**src/rtl/sdram_cmd_pkg.sv**
```systemverilog
package sdram_cmd_pkg;

    typedef enum logic [2:0] {
        OP_NORMAL    = 3'd0,
        OP_CLK_ON    = 3'd1,
        OP_PRE_ALL   = 3'd2,
        OP_AUTO_RF   = 3'd3,
        OP_LOAD_MODE = 3'd4,
        OP_SELF_RF   = 3'd5,
        OP_PWR_DOWN  = 3'd6,
        OP_RESERVED  = 3'd7
    } sd_op_e;

    typedef enum logic [1:0] {
        ST_IDLE  = 2'd0,
        ST_ISSUE = 2'd1,
        ST_GAP   = 2'd2
    } eng_state_e;

    localparam int NUM_DEV = 2;
    localparam int OP_W    = 3;

endpackage

```
**src/rtl/sdram_rfsh_timer.sv**
```systemverilog
module sdram_rfsh_timer #(
    parameter int RATE_W = 13
) (
    input  logic              clk,
    input  logic              rst_n,
    input  logic              rate_wr,
    input  logic [RATE_W-1:0] rate_in,
    input  logic              take,
    output logic              pend
);

    logic [RATE_W-1:0] rate_q;
    logic [RATE_W-1:0] cnt_q;
    logic              pend_q;

    always_ff @(posedge clk) begin
        if (!rst_n) begin
            rate_q <= '0;
            cnt_q  <= '0;
            pend_q <= 1'b0;
        end else if (rate_wr) begin
            rate_q <= rate_in;
            cnt_q  <= rate_in;
            pend_q <= 1'b0;
        end else begin
            if (take) begin
                pend_q <= 1'b0;
            end
            if (rate_q != '0) begin
                if (cnt_q == '0) begin
                    pend_q <= 1'b1;
                    cnt_q  <= rate_q;
                end else begin
                    cnt_q <= cnt_q - 1'b1;
                end
            end
        end
    end

    assign pend = pend_q;

    // a stopped countdown never holds a request
    a_r9_off_no_req: assert property (@(posedge clk) disable iff (!rst_n)
        (rate_q == '0) |-> !pend_q);

endmodule

```
**src/rtl/sdram_pin_encoder.sv**
```systemverilog
module sdram_pin_encoder
    import sdram_cmd_pkg::*;
#(
    parameter int MODE_W = 13
) (
    input  logic              issue,
    input  sd_op_e            op,
    input  logic [1:0]        tgt,
    input  logic [MODE_W-1:0] mode,
    output logic [1:0]        cs_n,
    output logic              ras_n,
    output logic              cas_n,
    output logic              we_n,
    output logic [MODE_W-1:0] addr
);

    localparam int A10_IDX = 10;

    always_comb begin
        cs_n  = 2'b11;
        ras_n = 1'b1;
        cas_n = 1'b1;
        we_n  = 1'b1;
        addr  = '0;
        if (issue) begin
            unique case (op)
                OP_PRE_ALL: begin
                    cs_n          = ~tgt;
                    ras_n         = 1'b0;
                    we_n          = 1'b0;
                    addr[A10_IDX] = 1'b1;
                end
                OP_AUTO_RF, OP_SELF_RF: begin
                    cs_n  = ~tgt;
                    ras_n = 1'b0;
                    cas_n = 1'b0;
                end
                OP_LOAD_MODE: begin
                    cs_n  = ~tgt;
                    ras_n = 1'b0;
                    cas_n = 1'b0;
                    we_n  = 1'b0;
                    addr  = mode;
                end
                default: begin
                    cs_n = 2'b11;
                end
            endcase
        end
    end

endmodule

```
**src/rtl/sdram_cmd_fsm.sv**
```systemverilog
module sdram_cmd_fsm
    import sdram_cmd_pkg::*;
#(
    parameter int REP_W  = 4,
    parameter int MODE_W = 13,
    parameter int TIM_W  = 4
) (
    input  logic              clk,
    input  logic              rst_n,
    input  logic              cmd_wr,
    input  logic [OP_W-1:0]   op_in,
    input  logic [1:0]        tgt_in,
    input  logic [REP_W-1:0]  rep_in,
    input  logic [MODE_W-1:0] mode_in,
    input  logic              rf_pend,
    input  logic [TIM_W-1:0]  trc,
    input  logic [TIM_W-1:0]  trp,
    output logic              busy,
    output logic              issue,
    output logic              rf_take,
    output sd_op_e            op_q,
    output logic [1:0]        tgt_q,
    output logic [MODE_W-1:0] mode_q,
    output logic [1:0]        cke_q
);

    eng_state_e        state_q, state_d;
    logic [REP_W-1:0]  rep_q;
    logic [TIM_W-1:0]  gap_q;
    logic [1:0]        cke_next;
    logic              accept, rf_go, gap_done;
    logic [TIM_W-1:0]  trc_eff, trp_eff;

    assign accept   = (state_q == ST_IDLE) && cmd_wr;
    assign rf_take  = (state_q == ST_IDLE) && !cmd_wr && rf_pend;
    assign rf_go    = rf_take && (cke_q != 2'b00);
    assign gap_done = (gap_q <= TIM_W'(1));
    assign trc_eff  = (trc == '0) ? TIM_W'(1) : trc;
    assign trp_eff  = (trp == '0) ? TIM_W'(1) : trp;

    always_comb begin
        unique case (sd_op_e'(op_in))
            OP_NORMAL, OP_CLK_ON:   cke_next = cke_q | tgt_in;
            OP_SELF_RF, OP_PWR_DOWN: cke_next = cke_q & ~tgt_in;
            default:                cke_next = cke_q;
        endcase
    end

    always_comb begin
        state_d = state_q;
        unique case (state_q)
            ST_IDLE: begin
                if (accept || rf_go) state_d = ST_ISSUE;
            end
            ST_ISSUE: begin
                if (op_q == OP_AUTO_RF || op_q == OP_PRE_ALL) state_d = ST_GAP;
                else                                          state_d = ST_IDLE;
            end
            ST_GAP: begin
                if (gap_done) state_d = (rep_q != '0) ? ST_ISSUE : ST_IDLE;
            end
            default: state_d = ST_IDLE;
        endcase
    end

    always_ff @(posedge clk) begin
        if (!rst_n) state_q <= ST_IDLE;
        else        state_q <= state_d;
    end

    always_ff @(posedge clk) begin
        if (!rst_n) begin
            op_q   <= OP_NORMAL;
            tgt_q  <= 2'b00;
            rep_q  <= '0;
            mode_q <= '0;
            cke_q  <= 2'b00;
            gap_q  <= '0;
        end else begin
            if (accept) begin
                op_q   <= sd_op_e'(op_in);
                tgt_q  <= tgt_in;
                rep_q  <= rep_in;
                mode_q <= mode_in;
                cke_q  <= cke_next;
            end else if (rf_go) begin
                op_q   <= OP_AUTO_RF;
                tgt_q  <= cke_q;
                rep_q  <= '0;
                mode_q <= '0;
            end
            if (state_q == ST_ISSUE) begin
                gap_q <= (op_q == OP_PRE_ALL) ? trp_eff : trc_eff;
            end
            if (state_q == ST_GAP) begin
                if (!gap_done)          gap_q <= gap_q - 1'b1;
                else if (rep_q != '0)   rep_q <= rep_q - 1'b1;
            end
        end
    end

    assign busy  = (state_q != ST_IDLE);
    assign issue = (state_q == ST_ISSUE);

    // an accepted write makes the engine busy on the next cycle
    a_r5_accept_busy: assert property (@(posedge clk) disable iff (!rst_n)
        accept |=> busy);

    // every auto-refresh issue is followed by a gap
    a_r6_gap_after_rf: assert property (@(posedge clk) disable iff (!rst_n)
        (issue && op_q == OP_AUTO_RF) |=> (state_q == ST_GAP));

    // clock enables only move on an accepted write
    a_r4_cke_hold: assert property (@(posedge clk) disable iff (!rst_n)
        !accept |=> $stable(cke_q));

endmodule

```
**src/rtl/sdram_cmd_engine.sv**
```systemverilog
module sdram_cmd_engine
    import sdram_cmd_pkg::*;
#(
    parameter int REP_W  = 4,
    parameter int MODE_W = 13,
    parameter int TIM_W  = 4,
    parameter int RATE_W = 13,
    localparam int TGT_LSB  = OP_W,
    localparam int REP_LSB  = TGT_LSB + NUM_DEV,
    localparam int MODE_LSB = REP_LSB + REP_W,
    localparam int CMD_W    = MODE_LSB + MODE_W
) (
    input  logic              clk,
    input  logic              rst_n,
    input  logic              cmd_wr,
    input  logic [CMD_W-1:0]  cmd_word,
    input  logic              rate_wr,
    input  logic [RATE_W-1:0] rate_val,
    input  logic [TIM_W-1:0]  trc_cyc,
    input  logic [TIM_W-1:0]  trp_cyc,
    output logic [1:0]        sd_cs_n,
    output logic [1:0]        sd_cke,
    output logic              sd_ras_n,
    output logic              sd_cas_n,
    output logic              sd_we_n,
    output logic [MODE_W-1:0] sd_addr,
    output logic              busy
);

    logic              rf_pend, rf_take, issue;
    sd_op_e            op_q;
    logic [1:0]        tgt_q;
    logic [MODE_W-1:0] mode_q;

    sdram_rfsh_timer #(.RATE_W(RATE_W)) timer_i (
        .clk     (clk),
        .rst_n   (rst_n),
        .rate_wr (rate_wr),
        .rate_in (rate_val),
        .take    (rf_take),
        .pend    (rf_pend)
    );

    sdram_cmd_fsm #(.REP_W(REP_W), .MODE_W(MODE_W), .TIM_W(TIM_W)) fsm_i (
        .clk     (clk),
        .rst_n   (rst_n),
        .cmd_wr  (cmd_wr),
        .op_in   (cmd_word[TGT_LSB-1:0]),
        .tgt_in  (cmd_word[REP_LSB-1:TGT_LSB]),
        .rep_in  (cmd_word[MODE_LSB-1:REP_LSB]),
        .mode_in (cmd_word[CMD_W-1:MODE_LSB]),
        .rf_pend (rf_pend),
        .trc     (trc_cyc),
        .trp     (trp_cyc),
        .busy    (busy),
        .issue   (issue),
        .rf_take (rf_take),
        .op_q    (op_q),
        .tgt_q   (tgt_q),
        .mode_q  (mode_q),
        .cke_q   (sd_cke)
    );

    sdram_pin_encoder #(.MODE_W(MODE_W)) enc_i (
        .issue (issue),
        .op    (op_q),
        .tgt   (tgt_q),
        .mode  (mode_q),
        .cs_n  (sd_cs_n),
        .ras_n (sd_ras_n),
        .cas_n (sd_cas_n),
        .we_n  (sd_we_n),
        .addr  (sd_addr)
    );

    // the pins are quiet whenever the engine is not busy
    a_r1_quiet_idle: assert property (@(posedge clk) disable iff (!rst_n)
        !busy |-> (sd_cs_n == 2'b11 && sd_ras_n && sd_cas_n && sd_we_n));

    // a command lasts one cycle, so two issues never touch
    a_r3_single_cycle: assert property (@(posedge clk) disable iff (!rst_n)
        (sd_cs_n != 2'b11) |=> (sd_cs_n == 2'b11));

endmodule

```
**config.mk**
```make
export PLATFORM = sky130hd
export DESIGN_NAME = sdram_cmd_engine
export DESIGN_NICKNAME = d
export VERILOG_FILES = /design/src/rtl/sdram_cmd_pkg.sv /design/src/rtl/sdram_rfsh_timer.sv /design/src/rtl/sdram_pin_encoder.sv /design/src/rtl/sdram_cmd_fsm.sv /design/src/rtl/sdram_cmd_engine.sv
export SDC_FILE = /design/constraint.sdc
export NUM_CORES = 1
export LEC_CHECK = 0
export ABC_AREA = 1
export BUFFER_PORTS_ARGS = -buffer_cell sky130_fd_sc_hd__buf_2
export CAP_MARGIN = 20
export CORE_MARGIN = 2
export CORE_UTILIZATION = 45
export CTS_CLUSTER_DIAMETER = 50
export DETAILED_ROUTE_END_ITERATION = 7
export PLACE_DENSITY = 0.75
export SLEW_MARGIN = 30
export SYNTH_ARGS = -nofsm -noshare
export SYNTH_HDL_FRONTEND = slang
export SYNTH_SLANG_ARGS = --single-unit
```
**constraint.sdc**
```tcl
create_clock -name clk -period 2.2 [get_ports clk]
set_input_delay 0.22 -clock clk [delete_from_list [all_inputs] [get_ports clk]]
set_output_delay 0.22 -clock clk [all_outputs]
set_load 0.1 [all_outputs]
```
======== Word-level counts from Yosys, hierarchy flattened ========
Index checks and enable logic that the tools add are counted.
storage, ports and cells
  bits in registers ....................... 57
  output and inout port bits .............. 21
cells by class
  $add $sub $neg .......................... 3
  magnitude comparators ................... 1
  equal/unequal tests ..................... 11
  mux-type cells .......................... 41
  bitwise gates (word level) .............. 5
  reductions and logical operators ........ 27
operators with widths
  cell                                                            number
  two-way mux 13 bit                                              6
  two-way mux 4 bit                                               11
  two-way mux 2 bit                                               8
  logical NOT 13 bit                                              1
  nonzero test 13 bit                                             1
  subtractor 13 x 1 -> 13 bit, second input constant              1
  equality test 3 bit, second input constant                      4
  two-way mux 1 bit                                               10
  two-way mux 10 bit                                              1
  nonzero test 2 bit                                              5
  logical NOT 4 bit                                               2
  OR reduction 2 bit                                              4
  subtractor 4 x 1 -> 4 bit, second input constant                2
  equality test 3 x 2 -> 1 bit, second input constant             2
  two-way mux 3 bit                                               2
  case mux 2 bit (3 select lines)                                 1
  less-or-equal comparator 4 x 1 -> 1 bit, second input constant  1
  logical AND 1 bit                                               4
  NOT 2 bit                                                       2
  case mux 2 bit (2 select lines)                                 1
  AND reduction 2 bit                                             2
  nonzero test 4 bit                                              1
  OR reduction 4 bit                                              1
  equality test 3 x 1 -> 1 bit, second input constant             1
  other kinds (13)                                                14

======== Logic depth before layout (Yosys ltp) ========
  depth in word-level cells ............... 9
  mapped depth ............................ 9
  mapped depth without buffers ............ 9

======== Hierarchy ========
Synthesis repeated with hierarchy kept, for this count alone.
second synthesis, totals
  cell total of the unflattened synthesis .. 535
  area total of the unflattened synthesis .. 3379.5 sq um
modules (own cells, without submodules)
  module             instances  cells each  area an instance (sq um)
  sdram_rfsh_timer   1          252         1624.1
  sdram_cmd_fsm      1          239         1536.5
  sdram_pin_encoder  1          44          219.0

======== Least setup slack after synthesis ========
Ideal clock, no wire load.
  path type ............................... register to output
  start ................................... reg fsm_i.state_q[1]
  end ..................................... out sd_addr[10]
  arrival time ............................ 2911 ps
  setup slack ............................. -931 ps
  cell stages (with the launch flop) ...... 8
  path buffers ............................ 0
  path through ............................ dfxtp_1 -> inv_1 -> nand2_1 -> inv_1 -> nand3_1 -> nand2_1 -> nand2_1 -> nor2_1
on the way
  longest elaborated chain between the ends .. 2
RTL lines
  element                       RTL line                 text
  start, declared               sdram_cmd_fsm.sv:27      eng_state_e state_q, state_d;
  start signal, assigned        sdram_cmd_fsm.sv:68      else state_q <= state_d;
  equality test 2 x 1 -> 1 bit  sdram_cmd_fsm.sv:103     assign issue = (state_q == ST_ISSUE);
  two-way mux 13 bit            sdram_pin_encoder.sv:25  if (issue) begin
  end, declared                 sdram_cmd_engine.sv:26   output logic [MODE_W-1:0] sd_addr,
No other way between the ends.

======== Worst setup path in the final report ========
  start ................................... reg fsm_i.state_q[0]
  end ..................................... out sd_addr[10]
Same word-level chain as after synthesis.

==> metrics <==
outcome finished clean; Final setup viols 0; Final Max Slew Viols 0; CTS Buffer Depth 2; GPL Wtd Cong ~0.85; type of the tightest min-delay check input port to flip-flop; worst-skew pair later-pin latency between 300 and 400 ps; H-tree levels 3; area leader, netlist dfxtp_1; Iter 0 DRT Violations around 200; Sw Ratio 0.328; Worst EP arrival around 1800 ps; Die ar. 7660 µm²; skew final a little under 7 ps; Layout Nets ~600; final cell count without fillers roughly 640; clock share of power 0.364; Die H 87.5 µm; clk slew on worst S/H paths ~70 ps; leak pwr 1.91 nW; clock sinks between 50 and 60; ant diodes 0; syn_nets roughly 540; final wirelength 8.27 mm; area of the multi-input gates between 1500 and 2000 µm²; Cell variety after synth 29; total core area 6760 µm²; vias in the first global route 3108; startpoint type of the worst setup path flip-flop; routed length on met3 ~430 µm; RSZ-0062 raised after global routing false; Pwr Total between 3 and 4 mW; cell family with most CP delay simple AND/OR/NAND/NOR gates; setup TNS 0 ps; Tcrit/Tclk final 0.907; Final Hold Viols 0; # DRC 0; P_sw between 1 and 1.5 mW; CP required slightly below 2000 ps; WP buf/inv 2; Cell Chain, Critical Path nand2_1, inv_1, nand3_1, nand2_1, nand2_1, nor2_2, buf_12; Setup Crit Path Kind flip-flop to primary output; DR WL/cell between 10 and 15 µm; post-CTS setup buffer count 0; PortBufs 67; Worst Tran Pin Value roughly 530 ps; Slew Limit Headroom 0.644; Pint 2.09 mW; Max rail drop VDD ~0.39 mV; top cells by area, synth dfxtp_1 (36%), nand2_1 (17%), inv_1 (7.9%); top layer in use met4; via count between 3000 and 4000; CTS root buf clkbuf_8; sequential cell area about 1100 µm²; detailed placement HPWL around 5.9 mm; synthesized area per cell 6.45 µm²; first-pass GRT wire length between 10 and 15 mm; P&R area growth vs syn 29.4%; Post-Syn Instances between 400 and 500; hold_buf cts 0; sequential share of power 0.384; antenna violations before repair 0; largest net degree at the start of global routing 27; fin util 0.601; routed vias/inst slightly above 5; combinational share of power 0.252; element type at the critical path end primary output; CP max FO 7; Crit path largest cell delay 350 ps; CTS Buf Count 9; IO Count 68; DP Cell Count just over 600; Top cell by count, worst path nand2_1; Initial Utilization 0.465; Routed met2 length approximately 4.0 mm; total number of yosys warnings 0; minimum clock period roughly 2000 ps; share of cells above drive strength 1 0.206; sequential fraction of the synthesis area 0.363; Fmax roughly 0.50 GHz; post-synth top area share 0.363; DRT met1 WL between 3 and 4 mm; Chip Width 87.5 µm; max_cap viols 0; number of synthesized register bits 57; CP max stage cell dfxtp_1; Pre-antenna DRT Iters 4; Power Density approximately 760 nW/µm²; DRT antenna net count 0; num rows 30; CTS tree yes; # resized after CTS 0; mapped cell area around 3100 µm²; total track usage 0.225; Congestion Overflow GR 0; fill count roughly 640
## worst register-to-register path, cell delays in order, from the launching register on
cell and delay, ps:
dfxtp_1 320, inv_1 150, ha_1 180, nand2_1 80, nor2_4 240, nand2_4 180, inv_1 230, nand2_1 90
nand3_1 100, a21oi_1 70
## layout by cell type, fill, tap and decap left out
cell / n
a211oi_1: 1
a31oi_1: 5
ha_1: 5
or2_2: 1
nor2_4: 2
inv_2: 2
nand2_2: 1
dfxtp_1: 57
nor2_1: 29
xor2_1: 2
nor2_2: 12
nand2_4: 2
a221oi_1: 2
clkinv_2: 2
clkinvlp_4: 1
nand4_1: 2
buf_2: 49
bufinv_16: 2
buf_12: 18
nand2_1: 142
inv_1: 66
nor2_8: 1
o21ai_0: 33
o22ai_1: 11
o21ai_1: 1
clkbuf_8: 11
nand3_1: 36
a21oi_1: 44
o21bai_1: 1
nand3_2: 5
buf_4: 6
xnor2_1: 3
nor3_1: 4
## through the flow
| step | worst slack [ps] | cell area, µm² | hold WS [ps] |
|---|---|---|---|
| 2_1_floorplan | -481 | 3170 | 358 |
| 3_3_place_gp | 614 | 3830 | 448 |
| 3_5_place_dp | 537 | 3830 | 454 |
| 4_1_cts | 194 | 4060 | 117 |
| 5_1_grt | 62.6 | 4060 | 131 |
| 6_report | 205 | 4060 | 124 |
## worst paths after layout
path | depth (start not counted) | start | slack [ps] | to
setup / recovery | 7 | fsm_i.state_q[0] | 200 | sd_addr[10]
hold / removal | 3 | cmd_word[10] | 120 | fsm_i.mode_q[1]
setup reg to reg | 9 | timer_i.cnt_q[0] | 460 | timer_i.cnt_q[2]
hold reg to reg | 2 | fsm_i.mode_q[6] | 460 | fsm_i.mode_q[6]
## state kept, by name (all words and copies together) (netlist names), named ones only
signal          flops
fsm_i.mode_q       13
timer_i.cnt_q      13
timer_i.rate_q     13
fsm_i.gap_q         4
fsm_i.rep_q         4
fsm_i.op_q          3
fsm_i.state_q       2
fsm_i.tgt_q         2
timer_i.pend        1
## area by class of cell
cell class / count / area share
Clock inverter: 5 / 0.0191
Timing Repair Buffer: 73 / 0.160
Inverter: 68 / 0.0628
Multi-Input combinational cell: 345 / 0.415
Sequential cell: 57 / 0.281
Tap cell: 80 / 0.0246
Clock buffer: 11 / 0.0373
## cells in the mapped netlist
library cell and number:
nand2_1 142, inv_1 66, dfxtp_1 57, a21oi_1 44
nor2_1 40, nand3_1 36, o21ai_0 34, clkbuf_1 12
o22ai_1 11, a31oi_1 5, ha_1 5, nand3_2 5
nor3_1 4, buf_2 3, xnor2_1 3, a221oi_1 2
inv_2 2, nand2_4 2, nand4_1 2, nor2_4 2
xor2_1 2, a211oi_1 1, buf_6 1, clkbuf_8 1
nand2_2 1, nor2_2 1, nor2_8 1, o21bai_1 1
or2_2 1
## kinds of logic after synthesis
group,Yosys count,share of synthesized area
AND/OR/NAND/NOR,237,0.328
XOR/XNOR,5,0.0139
buffers and inverters,85,0.108
adder cells (fa/ha/maj),5,0.0199
flip-flops,57,0.363
AO/OA/AOI/OAI,98,0.167
## layer usage
metal | vias up | track usage
met2 | 83 | 0.376
met5 | - | 0
met4 | 0 | 0.101
li1 | 1695 | -
met1 | 1439 | 0.282
met3 | 16 | 0.0415
## power groups by stage
stage,combinational (mW),clock (mW),sequential (mW)
CTS,0.781,1.15,1.19
floorplan,0.580,0,1.21
global placement,0.752,0,1.21
global route,0.883,1.18,1.20
finish,0.783,1.13,1.19
detailed placement,0.773,0,1.21
Power figures use the tool's default switching activity.
